[src/rtl/rstc_pkg.sv]
package rstc_pkg;

    // State of the two-flop pin synchronizer.
    typedef struct packed {
        logic meta;
        logic stable;
    } sync_st_t;

    // Level the synchronizer takes while power is not good: pin released.
    localparam logic PIN_IDLE = 1'b1;

endpackage

[src/rtl/rstc_por.sv]
module rstc_por #(
    parameter int POR_CYCLES = 64
) (
    input  logic clk,
    input  logic pwr_good,
    output logic por_active
);
    localparam int CW = $clog2(POR_CYCLES + 1);
    localparam logic [CW-1:0] CNT_MAX = CW'(POR_CYCLES);

    typedef struct packed {
        logic [CW-1:0] cnt;
        logic          active;
    } por_st_t;

    por_st_t st_d, st_q;

    always_comb begin
        st_d = st_q;
        if (st_q.cnt != CNT_MAX) begin
            st_d.cnt = st_q.cnt + 1'b1;
        end
        st_d.active = (st_d.cnt != CNT_MAX);
    end

    always_ff @(posedge clk or negedge pwr_good) begin
        if (!pwr_good) begin
            st_q <= '{cnt: '0, active: 1'b1};
        end else begin
            st_q <= st_d;
        end
    end

    assign por_active = st_q.active;

    // while stretching, the count advances by one each edge
    assert_por_count_R2: assert property (@(posedge clk) disable iff (!pwr_good)
        st_q.active |=> (st_q.cnt == $past(st_q.cnt) + 1'b1));

    // once released, the power-on reset stays released
    assert_por_sticky_R2: assert property (@(posedge clk) disable iff (!pwr_good)
        !st_q.active |=> !st_q.active);

endmodule

[src/rtl/rstc_pin_sync.sv]
module rstc_pin_sync
    import rstc_pkg::*;
(
    input  logic clk,
    input  logic pwr_good,
    input  logic pin_raw,
    output logic pin_sync
);
    sync_st_t st_d, st_q;

    always_comb begin
        st_d.meta   = pin_raw;
        st_d.stable = st_q.meta;
    end

    always_ff @(posedge clk or negedge pwr_good) begin
        if (!pwr_good) begin
            st_q <= '{meta: PIN_IDLE, stable: PIN_IDLE};
        end else begin
            st_q <= st_d;
        end
    end

    assign pin_sync = st_q.stable;

    // the stable stage follows the first stage one edge later
    assert_sync_chain_R3: assert property (@(posedge clk) disable iff (!pwr_good)
        st_q.meta |=> st_q.stable);

endmodule

[src/rtl/rstc_lp.sv]
module rstc_lp (
    input  logic clk,
    input  logic pwr_good,
    input  logic por_active,
    input  logic sw_set,
    output logic flag
);
    typedef struct packed {
        logic flag;
    } lp_st_t;

    lp_st_t st_d, st_q;

    always_comb begin
        st_d = st_q;
        if (por_active) begin
            st_d.flag = 1'b0;
        end else if (sw_set) begin
            st_d.flag = 1'b1;
        end
    end

    always_ff @(posedge clk or negedge pwr_good) begin
        if (!pwr_good) begin
            st_q <= '{flag: 1'b0};
        end else begin
            st_q <= st_d;
        end
    end

    assign flag = st_q.flag;

    // once set, only a power loss can clear the flag
    assert_lp_sticky_R8: assert property (@(posedge clk) disable iff (!pwr_good)
        st_q.flag |=> st_q.flag);

    // the flag is never set while the power-on reset is active
    assert_lp_clear_R9: assert property (@(posedge clk) disable iff (!pwr_good)
        por_active |-> !st_q.flag);

endmodule

[src/rtl/reset_ctrl.sv]
module reset_ctrl #(
    parameter int POR_CYCLES = 64
) (
    input  logic clk,
    input  logic pwr_good,
    input  logic rst_pin_n,
    input  logic cfg_pin_rst_n,
    input  logic lp_set,
    output logic sys_rst,
    output logic gpio_in,
    output logic lp_flag
);
    logic por_active;
    logic pin_level;
    logic pin_rst;

    rstc_por #(.POR_CYCLES(POR_CYCLES)) i_por (
        .clk        (clk),
        .pwr_good   (pwr_good),
        .por_active (por_active)
    );

    rstc_pin_sync i_sync (
        .clk      (clk),
        .pwr_good (pwr_good),
        .pin_raw  (rst_pin_n),
        .pin_sync (pin_level)
    );

    rstc_lp i_lp (
        .clk        (clk),
        .pwr_good   (pwr_good),
        .por_active (por_active),
        .sw_set     (lp_set),
        .flag       (lp_flag)
    );

    always_comb begin
        pin_rst = !cfg_pin_rst_n && !pin_level;
        sys_rst = por_active || pin_rst;
        gpio_in = cfg_pin_rst_n ? pin_level : 1'b1;
    end

    // a pin held low two edges ago, with pin reset enabled, holds the core in reset
    assert_pin_rst_R3: assert property (@(posedge clk) disable iff (!pwr_good)
        (!cfg_pin_rst_n && !por_active && !$past(rst_pin_n, 2) && !$past(rst_pin_n))
            |-> sys_rst);

    // with the pin as an input, reset follows only the power-on path
    assert_pin_ignored_R5: assert property (@(posedge clk) disable iff (!pwr_good)
        (cfg_pin_rst_n && !por_active) |-> !sys_rst);

endmodule

[config.mk]
export PLATFORM = sky130hd
export DESIGN_NAME = reset_ctrl
export DESIGN_NICKNAME = d
export VERILOG_FILES = /design/src/rtl/rstc_pkg.sv /design/src/rtl/rstc_por.sv /design/src/rtl/rstc_pin_sync.sv /design/src/rtl/rstc_lp.sv /design/src/rtl/reset_ctrl.sv
export SDC_FILE = /design/constraint.sdc
export NUM_CORES = 1
export LEC_CHECK = 0
export ABC_CLOCK_PERIOD_IN_PS = 1200
export CORE_AREA = 2 2 39 41
export CTS_CLUSTER_SIZE = 30
export DETAILED_ROUTE_END_ITERATION = 7
export DIE_AREA = 0 0 41 43
export DONT_BUFFER_PORTS = 1
export PLACE_DENSITY = 0.51
export RECOVER_POWER = 50
export SLEW_MARGIN = 20
export SYNTH_ARGS = -nofsm -noshare
export SYNTH_HDL_FRONTEND = slang
export SYNTH_SLANG_ARGS = --single-unit
[constraint.sdc]
create_clock -name clk -period 1.2 [get_ports clk]
set_input_delay 0.12 -clock clk [delete_from_list [all_inputs] [get_ports clk]]
set_output_delay 0.12 -clock clk [all_outputs]
set_load 0.1 [all_outputs]
# ---- Word-level counts from Yosys, hierarchy flattened
# Cells that the tools add are included.
dict set report totals {
  ram_bits 0
  mem_bits_ro 0
  out_inout_bits 3
  latch_bits 0
  reg_bits 11
  in_bits 5
  memories 0
  wordCells 17
}
dict set report op_classes {
  shifts 0
  n_eq_ne 2
  order_cmp 0
  n_mul 0
  n_div 0
  bitwise_logic 0
  n_mux 4
  n_reduce_logical 5
  addsub 1
}
# cell count
set ops {}
lappend ops {{$ne 7x7->1 const B} 2}
lappend ops {{$add 7x1->7 const B} 1}
lappend ops {{$mux 7} 1}
lappend ops {{$mux 1} 3}
lappend ops {{$logic_not 1->1} 2}
lappend ops {{$reduce_bool 2->1} 1}
lappend ops {{$logic_and 1x1->1} 1}
lappend ops {{$logic_or 1x1->1} 1}

# ---- Logic depth before layout (Yosys ltp)
# Gate-level depths: netlist of run 1.
dict set report depth {
  depth_word 3
  ltp_mapped 6
  ltp_nobuf 6
}

# ---- By module
# A second synthesis of run 1 with hierarchy kept.
dict set report unflattened {
  hier_cells 47
  area_unflattened_um2 526.8
}
# module seq_area_each_um2 instances cells_per_inst area_each_um2
set by_module_without_submodules {}
lappend by_module_without_submodules {rstc_por 201.4 1 41 425.4}
lappend by_module_without_submodules {rstc_pin_sync 52.6 1 2 52.6}
lappend by_module_without_submodules {rstc_lp 25.0 1 2 35.0}
lappend by_module_without_submodules {reset_ctrl 0.0 1 2 13.8}

# ---- Worst setup path after synthesis of run 1
# No wires, ideal clock.
dict set report synth_timing {
  path_kind {register -> output}
  from {register i_sync.st_q (netlist bit i_sync.pin_sync)}
  to {output port sys_rst}
  setup_slack_ns -0.669
  path_buffers 0
  t_arrival_ns 1.749
  required_time_ns 1.080
  stages_incl_launch_ff 2
  path_cell_list {dfstp_2 > o21bai_1}
}
dict set report synth_between {
  elab_chain_len 3
}
# item line
set synth_rtl {}
lappend synth_rtl {{from (decl)} rstc_pin_sync.sv:9} ;# sync_st_t st_d, st_q;
lappend synth_rtl {{from (signal assigned)} rstc_pin_sync.sv:18} ;# st_q <= '{meta: PIN_IDLE, stable: PIN_IDLE};
lappend synth_rtl {{from (signal assigned)} rstc_pin_sync.sv:20} ;# st_q <= st_d;
lappend synth_rtl {{$logic_not 1->1} reset_ctrl.sv:39} ;# pin_rst = !cfg_pin_rst_n && !pin_level;
lappend synth_rtl {{$logic_and 1x1->1} reset_ctrl.sv:39}
lappend synth_rtl {{$logic_or 1x1->1} reset_ctrl.sv:40} ;# sys_rst = por_active || pin_rst;
lappend synth_rtl {{to (decl)} reset_ctrl.sv:9} ;# output logic sys_rst,
# No other way between the ends.

==> metrics, run 1 <==
Port Buf Inserts 0; largest net degree at the start of global routing 12; total track usage 15.00%; final worst-path setup slack -0.1578 ns; post-synth top area cell dfrtp_1; status finished, violations left; share of the synthesized area in the top cell type 42.44%; Clock Latency Late Sink 0.28 ns; VDD IR max 0.0007879 V; top cells by area, synth dfrtp_1 (42%), dfstp_2 (17%), xnor2_1 (9.3%), ha_1 (5.3%), nand3_1 (3.2%); max-cap violations 0; gpl congestion 0.8977; Post-Synth Adder-Cell Area 5.305%; Arr. time, crit path 1.52 ns; xor and xnor fraction of the mapped netlist area 11.14%; Top Usage Layer GRT met2; Iter 0 DRT Violations 0; met2 usage 23.44%; syn_nets 46; failing checks hold timing, setup timing; Initial Util 34.09%; FF-to-FF Start i_por.st_q[1]; Clock H-tree levels 1; WL per Instance 13.41 um; Placed Area 583.1 um2; PwrDens 927.6 nW/um2; Pre-antenna DRT Iters 1; static leakage 0.3505 nW; kind of critical path reg -> reg; Synth Register Bits 11; worst setup path endpoint i_por.st_q[1]; simple-gate area share of the yosys netlist 18.30%; CTS max path bufs 2; Die Width 41 um; CTS tree built; Placed Instances 63; Final Skew 0.005400 ns; clock transition time at the flip-flop clock pins of the worst setup and hold paths 0.07 ns; CTS root buf clkbuf_4; post-synthesis sequential area ratio 59.15%; r2r endpoint i_por.st_q[1]; worst hold stages 2; Rows 14; GR Util met3 5.236%; via count 356; Gate Count Post-Synth 39; Critical Path Source i_por.st_q[1]; final wirelength 1006 um; post-route ant nets 0; CP required 1.37 ns; highest net fanout along the worst path 3; Tcrit/Tclk final 113.2%; nets 67; min-delay src lp_set; Ys Warns 0; Avg Synthesized Cell Area 12.09 um2; cts bufs inserted 3; Hold WC Path Type in -> reg; antenna cells 0; initial antenna violation count 0; WHS -0.003827 ns; mux share of post-synthesis cell area 2.122%; dpl hpwl 716.9 um; RSZ-0062 raised after global routing true; DR DRC count 0; Final Critical Period 1.358 ns; Slew Limit Headroom 66.47%; Hold Vio Cnt, Final 1; Slew @ Worst Pin 0.5013 ns; global routing usage on met1 13.90%; area grow syn2layout 53.85%; crit path capture type register; Compound-Gate Fraction of Synth Area 1.592%; Die Area 1763 um2; Non-Filler Instances 75; main combinational cell family by area after synthesis simple AND/OR/NAND/NOR gates; num ports 8; post-DR vias/cell 4.747; startpoint types register; Core ar. 1384 um2; f_max 0.7365 GHz; synthesized area 471.7 um2; Die H 43 um; synth unique cells 17; grt total ovfl 0; share of cells above drive strength 1 50.85%; R2R cell count 6; Clock Sinks 11; vias in the first global route 378; R2R setup slack -0.16 ns; final setup vio count 6; first-pass GRT wire length 1607 um; Design Area, Final 725.7 um2; final max-slew violation count 0
cell usage after synthesis (all sizes together):
| cell | n |
|---|---|
| dfstp | 3 |
| inv | 3 |
| dfrtp | 8 |
| nor4b | 1 |
| nand3b | 1 |
| ha | 2 |
| nand2 | 2 |
| o21bai | 1 |
| nand4b | 1 |
| nor2 | 4 |
| nand2b | 1 |
| mux2i | 1 |
| xnor2 | 5 |
| nor3 | 1 |
| xor2 | 1 |
| nand3 | 3 |
| and3 | 1 |
worst max-delay path: stages, from the launching register on:
cell      delay, ns
dfrtp_1        0.42
inv_2          0.10
ha_4           0.12
nor4b_4        0.17
nand3b_1       0.15
buf_4          0.17
xnor2_2        0.12
flip-flops by register name (all words and copies together), names as in the netlist:
signal            cells
i_sync.pin_sync       1
i_lp.flag             1
i_por.por_active      1
i_sync.st_d           1
i_por.st_q            7
per-layer routing:
layer / wire length [um] / vias up
met1: 352 / 173
li1: - / 168
met2: 557 / 11
met3: 50 / 4
met5: 0 / -
met4: 45 / 0
per-stage QoR:
stage | util [%] | TNS, ns | setup slack (ns) | power [mW]
3_3_place_gp | 42.13 | -0.2197 | -0.1755 | 0.4091
6_report | 52.44 | -0.5491 | -0.1578 | 0.6732
4_1_cts | 51.36 | -0.4518 | -0.1238 | 0.6823
5_1_grt | 52.44 | -1.038 | -0.2491 | 0.7083
3_5_place_dp | 42.13 | -0.2913 | -0.1857 | 0.4097
2_1_floorplan | - | -0.1527 | -0.07758 | 0.4007
cell usage in the layout, fill, tap and decap left out, types with 2 or more instances in the layout:
cell           synthesis  layout
buf_4                  0      12
dfrtp_1                8       8
xnor2_1                5       4
nor2_1                 4       3
clkbuf_4               0       3
dfstp_2                3       3
inv_2                  0       2
nand3_1                3       2
nand2_1                2       2
dlygate4sd3_1          0       2
buf_12                 0       2
final cells by class:
cell class              instances  area (um2)
fillers                       121       658.1
flip-flops and latches         11       279.0
multi-input cells              25       239.0
repair buffers                 16       150.1
clock buffers                   4       26.28
well taps                      16       20.02
inverters                       3       11.26
report_power, final:
| part | internal, mW | switching, mW |
|---|---|---|
| logic | 0.0144 | 0.0230 |
| registers | 0.377 | 0.00219 |
| clock network | 0.129 | 0.128 |
| total | 0.520 | 0.153 |
repair_timing:
action                     in CTS  in global routing
resized for setup               9                  1
hold endpoints to repair       12                  0
setup endpoints to repair       6                  7
buffers inserted                5                  1
pin swaps                       4                  3
hold buffers                    2                  0
cell families (layout without fill, tap and decap cells):
family	after synthesis	count (layout)
multiplexers	1	1
XOR/XNOR	6	6
flip-flops	11	11
AND/OR/NAND/NOR	15	15
adder cells (fa/ha/maj)	2	2
buffers and inverters	3	23
AO/OA/AOI/OAI	1	1
worst min path at each step:
stage / endpoint / slack, ns
2_1_floorplan: i_lp.flag / -0.18
3_3_place_gp: i_por.st_q[1] / -0.18
3_5_place_dp: i_por.st_q[3] / -0.18
4_1_cts: i_lp.flag / 0.0001
5_1_grt: i_lp.flag / 0.004
6_report: i_lp.flag / -0.004
(Power assumes the default switching activity.)
==> inputs of run 2 (changes only) <==
- CORE_AREA: 2 2 39 41 -> 5 5 42 44
- DIE_AREA: 0 0 41 43 -> 0 0 47 49
- PLACE_DENSITY: 0.51 -> 0.53
==> run 2 against run 1 <==
- the run ends with setup timing left
- global-route usage down 5.6 points
- design area down 3.8%
- clock power down 4%
- flip-flop and latch count unchanged
- die area up 31%
- utilization down 2.6 points
- clock skew down 0.00050 ns
- via count down 3.9%
- combinational power up 5%
- routed wire length down 11%
- clock-buffer cell count unchanged
- critical path type unchanged
- largest cell class unchanged
- largest power group unchanged
- highest routed layer unchanged
==> metrics, run 2 (synthesis gave the netlist of run 1 again) <==
static leakage 0.3250 nW; CTS max path bufs 2; worst setup path endpoint i_por.st_q[1]; cells along the critical path inv_2 -> ha_4 -> nor4b_4 -> nand3b_1 -> buf_4 -> xnor2_1; Port Buf Inserts 0; vias in the first global route 364; kind of critical path reg -> reg; Max stage delay cell, worst path dfrtp_1; final setup vio count 5; highest net fanout along the worst path 3; sequential share of power 56.9%; initial antenna violation count 0; DR DRC count 0; R2R setup slack -0.09 ns; failing checks setup timing; Clock H-tree levels 1; post-route ant nets 0; Arr. time, crit path 1.45 ns; clock transition time at the flip-flop clock pins of the worst setup and hold paths 0.07 ns; f_max 0.7732 GHz; CP top delay family flip-flops; R2R cell count 6; Die Area 2303 um2; dpl hpwl 690.5 um; Stages on worst setup path 6; Critical Path Source i_por.st_q[1]; cts bufs inserted 3; Biggest register i_por.st_q; commonest cells after routing, fill and taps aside dfrtp_1 (8), buf_4 (8), xnor2_1 (5); antenna cells 0; clock share of power 37.2%; status finished, violations left; final worst-path setup slack -0.09326 ns; Internal 0.5220 mW; gpl congestion 0.8994; RSZ-0062 raised after global routing true; largest net degree at the start of global routing 12; Final Critical Period 1.293 ns; startpoint types register; Sw Share 21.69%; Hold WC Path Type in -> async; Final Skew 0.004896 ns; VDD IR max 0.0005137 V; first-pass GRT wire length 1531 um; Power, Total 0.6666 mW; Die Width 47 um; area grow syn2layout 48.01%; Non-Filler Instances 72; Initial Util 33.66%; via count 342; Pre-antenna DRT Iters 4; final max-slew violation count 0; Buf/Inv on CP 2; FF-to-FF Start i_por.st_q[1]; crit path capture type register; nets 64; CP required 1.36 ns; PwrDens 954.7 nW/um2; Clock Sinks 11; number of fill cells 129; WL per Instance 12.49 um; Net Sw Power 0.1446 mW; grt total ovfl 0; Slew Limit Headroom 68.25%; max reg flops 7; CTS tree built; r2r endpoint i_por.st_q[1]; Slew @ Worst Pin 0.4747 ns; share of cells above drive strength 1 44.64%; max-cap violations 0; Tcrit/Tclk final 107.8%; Hold Vio Cnt, Final 0; final wirelength 899 um; Placed Instances 63; num ports 8; Clock Latency Late Sink 0.26 ns; max incr delay on CP 0.41 ns; Place WS -0.1709 ns; post-DR vias/cell 4.750; Rows 14; Gate power share 5.9%; Core ar. 1401 um2; total track usage 9.422%; Iter 0 DRT Violations 6; CTS root buf clkbuf_4; Die H 49 um
run 2: power by group through the flow:
| stage | Combinational (mW) | Clock (mW) | Sequential (mW) |
|---|---|---|---|
| 2_1_floorplan | 0.0158 | 0 | 0.385 |
| 3_3_place_gp | 0.0241 | 0 | 0.385 |
| 3_5_place_dp | 0.0241 | 0 | 0.386 |
| 4_1_cts | 0.0403 | 0.255 | 0.380 |
| 5_1_grt | 0.0422 | 0.280 | 0.380 |
| 6_report | 0.0394 | 0.248 | 0.379 |
run 2: metrics by stage:
step	setup TNS, ns	hold WS (ns)	util (%)	area (um2)
6_report	-0.3035	0.2449	49.82	698.2
5_1_grt	-0.6929	0.2903	49.82	698.2
4_1_cts	-0.3868	0.2584	49.82	698.2
3_5_place_dp	-0.2719	-0.1754	41.61	583.1
3_3_place_gp	-0.1995	-0.1753	41.61	583.1
2_1_floorplan	-0.1527	-0.1756	-	478.0
run 2: how the worst min path moves through the flow:
stage	to	cells after the start	slack, ns	from
after detailed placement	i_por.st_q[5]	0	-0.18	pwr_good
after floorplan	i_lp.flag	0	-0.18	pwr_good
after CTS	i_por.st_q[4]	1	0.26	pwr_good
after global placement	i_por.st_q[7]	0	-0.18	pwr_good
final	i_lp.flag	1	0.24	pwr_good
after global routing	i_lp.flag	1	0.29	pwr_good
run 2: final cells by class:
class	instances	area [um2]	share of cell area, %
well taps	16	20.02	2.867
flip-flops and latches	11	279.0	39.96
repair buffers	13	130.1	18.64
clock buffers	4	26.28	3.763
inverters	3	11.26	1.613
multi-input cells	25	231.5	33.15
run 2: worst register-to-register path, cell delays in order (launching register included):
cell and delay [ns]:
dfrtp_1 0.41, inv_2 0.09, ha_4 0.11, nor4b_4 0.16, nand3b_1 0.14, buf_4 0.16
xnor2_1 0.11
run 2: per-layer routing:
metal / GRT usage (%) / vias up / share of wire, %
li1: - / 162 / -
met1: 10.32 / 168 / 38
met2: 14.93 / 10 / 55
met3: 2.214 / 2 / 6.2
met4: 6.912 / 0 / 0.89
met5: 0 / - / 0
run 2: what timing repair did:
action | CTS | global route
setup buffers | 2 | 0
pin swaps | 4 | 1
endpoints found under the hold margin | 13 | 0
gates cloned | 0 | 0
gates resized for setup | 9 | 0
hold buffers | 3 | 0
endpoints found under the setup margin | 6 | 5
==> inputs of run 3 (changes only) <==
- CTS_BUF_LIST: default -> sky130_fd_sc_hd__clkbuf_8
- GPL_ROUTABILITY_DRIVEN: default -> 0
==> run 3 against run 2 <==
- the flow still finishes with violations (setup timing)
- final cell count is 1.4% lower
- critical path depth stayed put
- clock-buffer cell count is 1 lower
- worst setup slack hardly changed
- design area is 1.3% higher
- critical path type unchanged
- clock skew is 0.0034 ns lower
- critical endpoint unchanged
- die area stayed put
- via count is 0.29% lower
- largest power group unchanged
- utilization is 0.63 points higher
- register-to-register slack hardly changed
- clock power is 45% higher
==> metrics, run 3 (synthesis gave the netlist of run 1 again) <==
Iter 0 DRT Violations 6; startpoint types register; min-delay src lp_set; RSZ-0062 raised after global routing true; cts bufs inserted 3; total track usage 9.993%; Clock H-tree levels 1; CTS max path bufs 2; number of fill cells 125; Post-Route Utilization 50.45%; Net Sw Power 0.1595 mW; WHS 0.02556 ns; final wirelength 917 um; clock transition time at the flip-flop clock pins of the worst setup and hold paths 0.05 ns; Die Width 47 um; Initial Util 33.66%; post-DR vias/cell 4.803; Rows 14; sequential share of power 49.0%; dpl hpwl 690.5 um; status finished, violations left; share of cells above drive strength 1 45.45%; highest net fanout along the worst path 3; CTS root buf clkbuf_8; Clock Latency Late Sink 0.23 ns; final setup vio count 4; Design Area, Final 706.9 um2; Tcrit/Tclk final 107.8%; VDD IR max 0.0006405 V; grt total ovfl 0; Port Buf Inserts 0; post-route ant nets 0; CTS tree built; initial antenna violation count 0; Gate power share 4.7%; clock share of power 46.2%; area grow syn2layout 49.87%; Internal 0.6167 mW; DR DRC count 0; setup tns final -0.2446 ns; Final Skew 0.001480 ns; Die H 49 um; num ports 8; max reg flops 7; via count 341; CP required 1.32 ns; Clock Sinks 11; FF-to-FF Start i_por.st_q[1]; kind of critical path reg -> reg; failing checks setup timing; antenna cells 0; Placed Area 583.1 um2; Final Critical Period 1.294 ns; Slew @ Worst Pin 0.4779 ns; Die Area 2303 um2; Critical Path Source i_por.st_q[1]; f_max 0.7730 GHz; Biggest register i_por.st_q; max-cap violations 0; commonest cells after routing, fill and taps aside dfrtp_1 (8), buf_4 (8), xnor2_1 (5); Slew Limit Headroom 68.03%; Pre-antenna DRT Iters 4; WL per Instance 12.92 um; final max-slew violation count 0; Arr. time, crit path 1.42 ns; Sw Share 20.55%; Core ar. 1401 um2; vias in the first global route 375; PwrDens 1098 nW/um2; Hold Vio Cnt, Final 0; crit path capture type register; first-pass GRT wire length 1593 um; final worst-path setup slack -0.09364 ns; nets 63; Hold WC Path Type in -> reg; largest net degree at the start of global routing 12; static leakage 0.3327 nW
## run 3: final timing paths
path	to	slack, ns	cells past startpoint
max in group asynchronous	i_por.por_active	0.57	1
min in group asynchronous	i_lp.flag	0.28	1
worst max register to register	i_por.st_q[1]	-0.09	6
worst min register to register	i_sync.pin_sync	0.36	0
worst max-delay path	i_por.st_q[1]	-0.09	6
worst min-delay path	i_lp.flag	0.03	2
## run 3: layout make-up
class | count | area [um2] | share of cell area [%]
Tap cell | 16 | 20.02 | 2.832
Clock buffer | 3 | 41.29 | 5.841
Clock inverter | 1 | 3.754 | 0.5310
Inverter | 3 | 11.26 | 1.593
Timing Repair Buffer | 12 | 120.1 | 16.99
Multi-Input combinational cell | 25 | 231.5 | 32.74
Sequential cell | 11 | 279.0 | 39.47
## run 3: stage by stage
stage	setup WS [ns]	power (mW)	cells
detailed placement	-0.1709	0.4098	63
finish	-0.09364	0.7762	71
global route	-0.1966	0.8140	71
global placement	-0.1596	0.4093	63
floorplan	-0.07758	0.4007	39
CTS	-0.1096	0.7809	71
## run 3: routing by layer
metal / part of all wire [%] / GRT usage (%) / vias to the layer above
li1: - / - / 159
met1: 37 / 10.55 / 174
met2: 56 / 15.61 / 6
met3: 5.6 / 3.690 / 2
met4: 0.87 / 6.912 / 0
met5: 0 / 0 / -
## run 3: worst max-delay path: stages, from the launching register on
cell and delay [ns]:
dfrtp_1 0.40, inv_2 0.09, ha_4 0.11, nor4b_4 0.16
nand3b_1 0.14, buf_4 0.16, xnor2_1 0.11
## run 3: repair_timing
item | in CTS | in global routing
hold buffers | 2 | 0
setup endpoints to repair | 5 | 5
gates resized for setup | 9 | 0
setup buffers | 2 | 0
pin swaps | 4 | 1
endpoints found under the hold margin | 12 | 0
## run 3: power groups by stage
stage          clock (mW)  combinational (mW)  sequential (mW)
6_report            0.359              0.0368            0.380
5_1_grt             0.394              0.0394            0.381
4_1_cts             0.362              0.0377            0.381
3_5_place_dp            0              0.0241            0.386
3_3_place_gp            0              0.0241            0.385
2_1_floorplan           0              0.0158            0.385
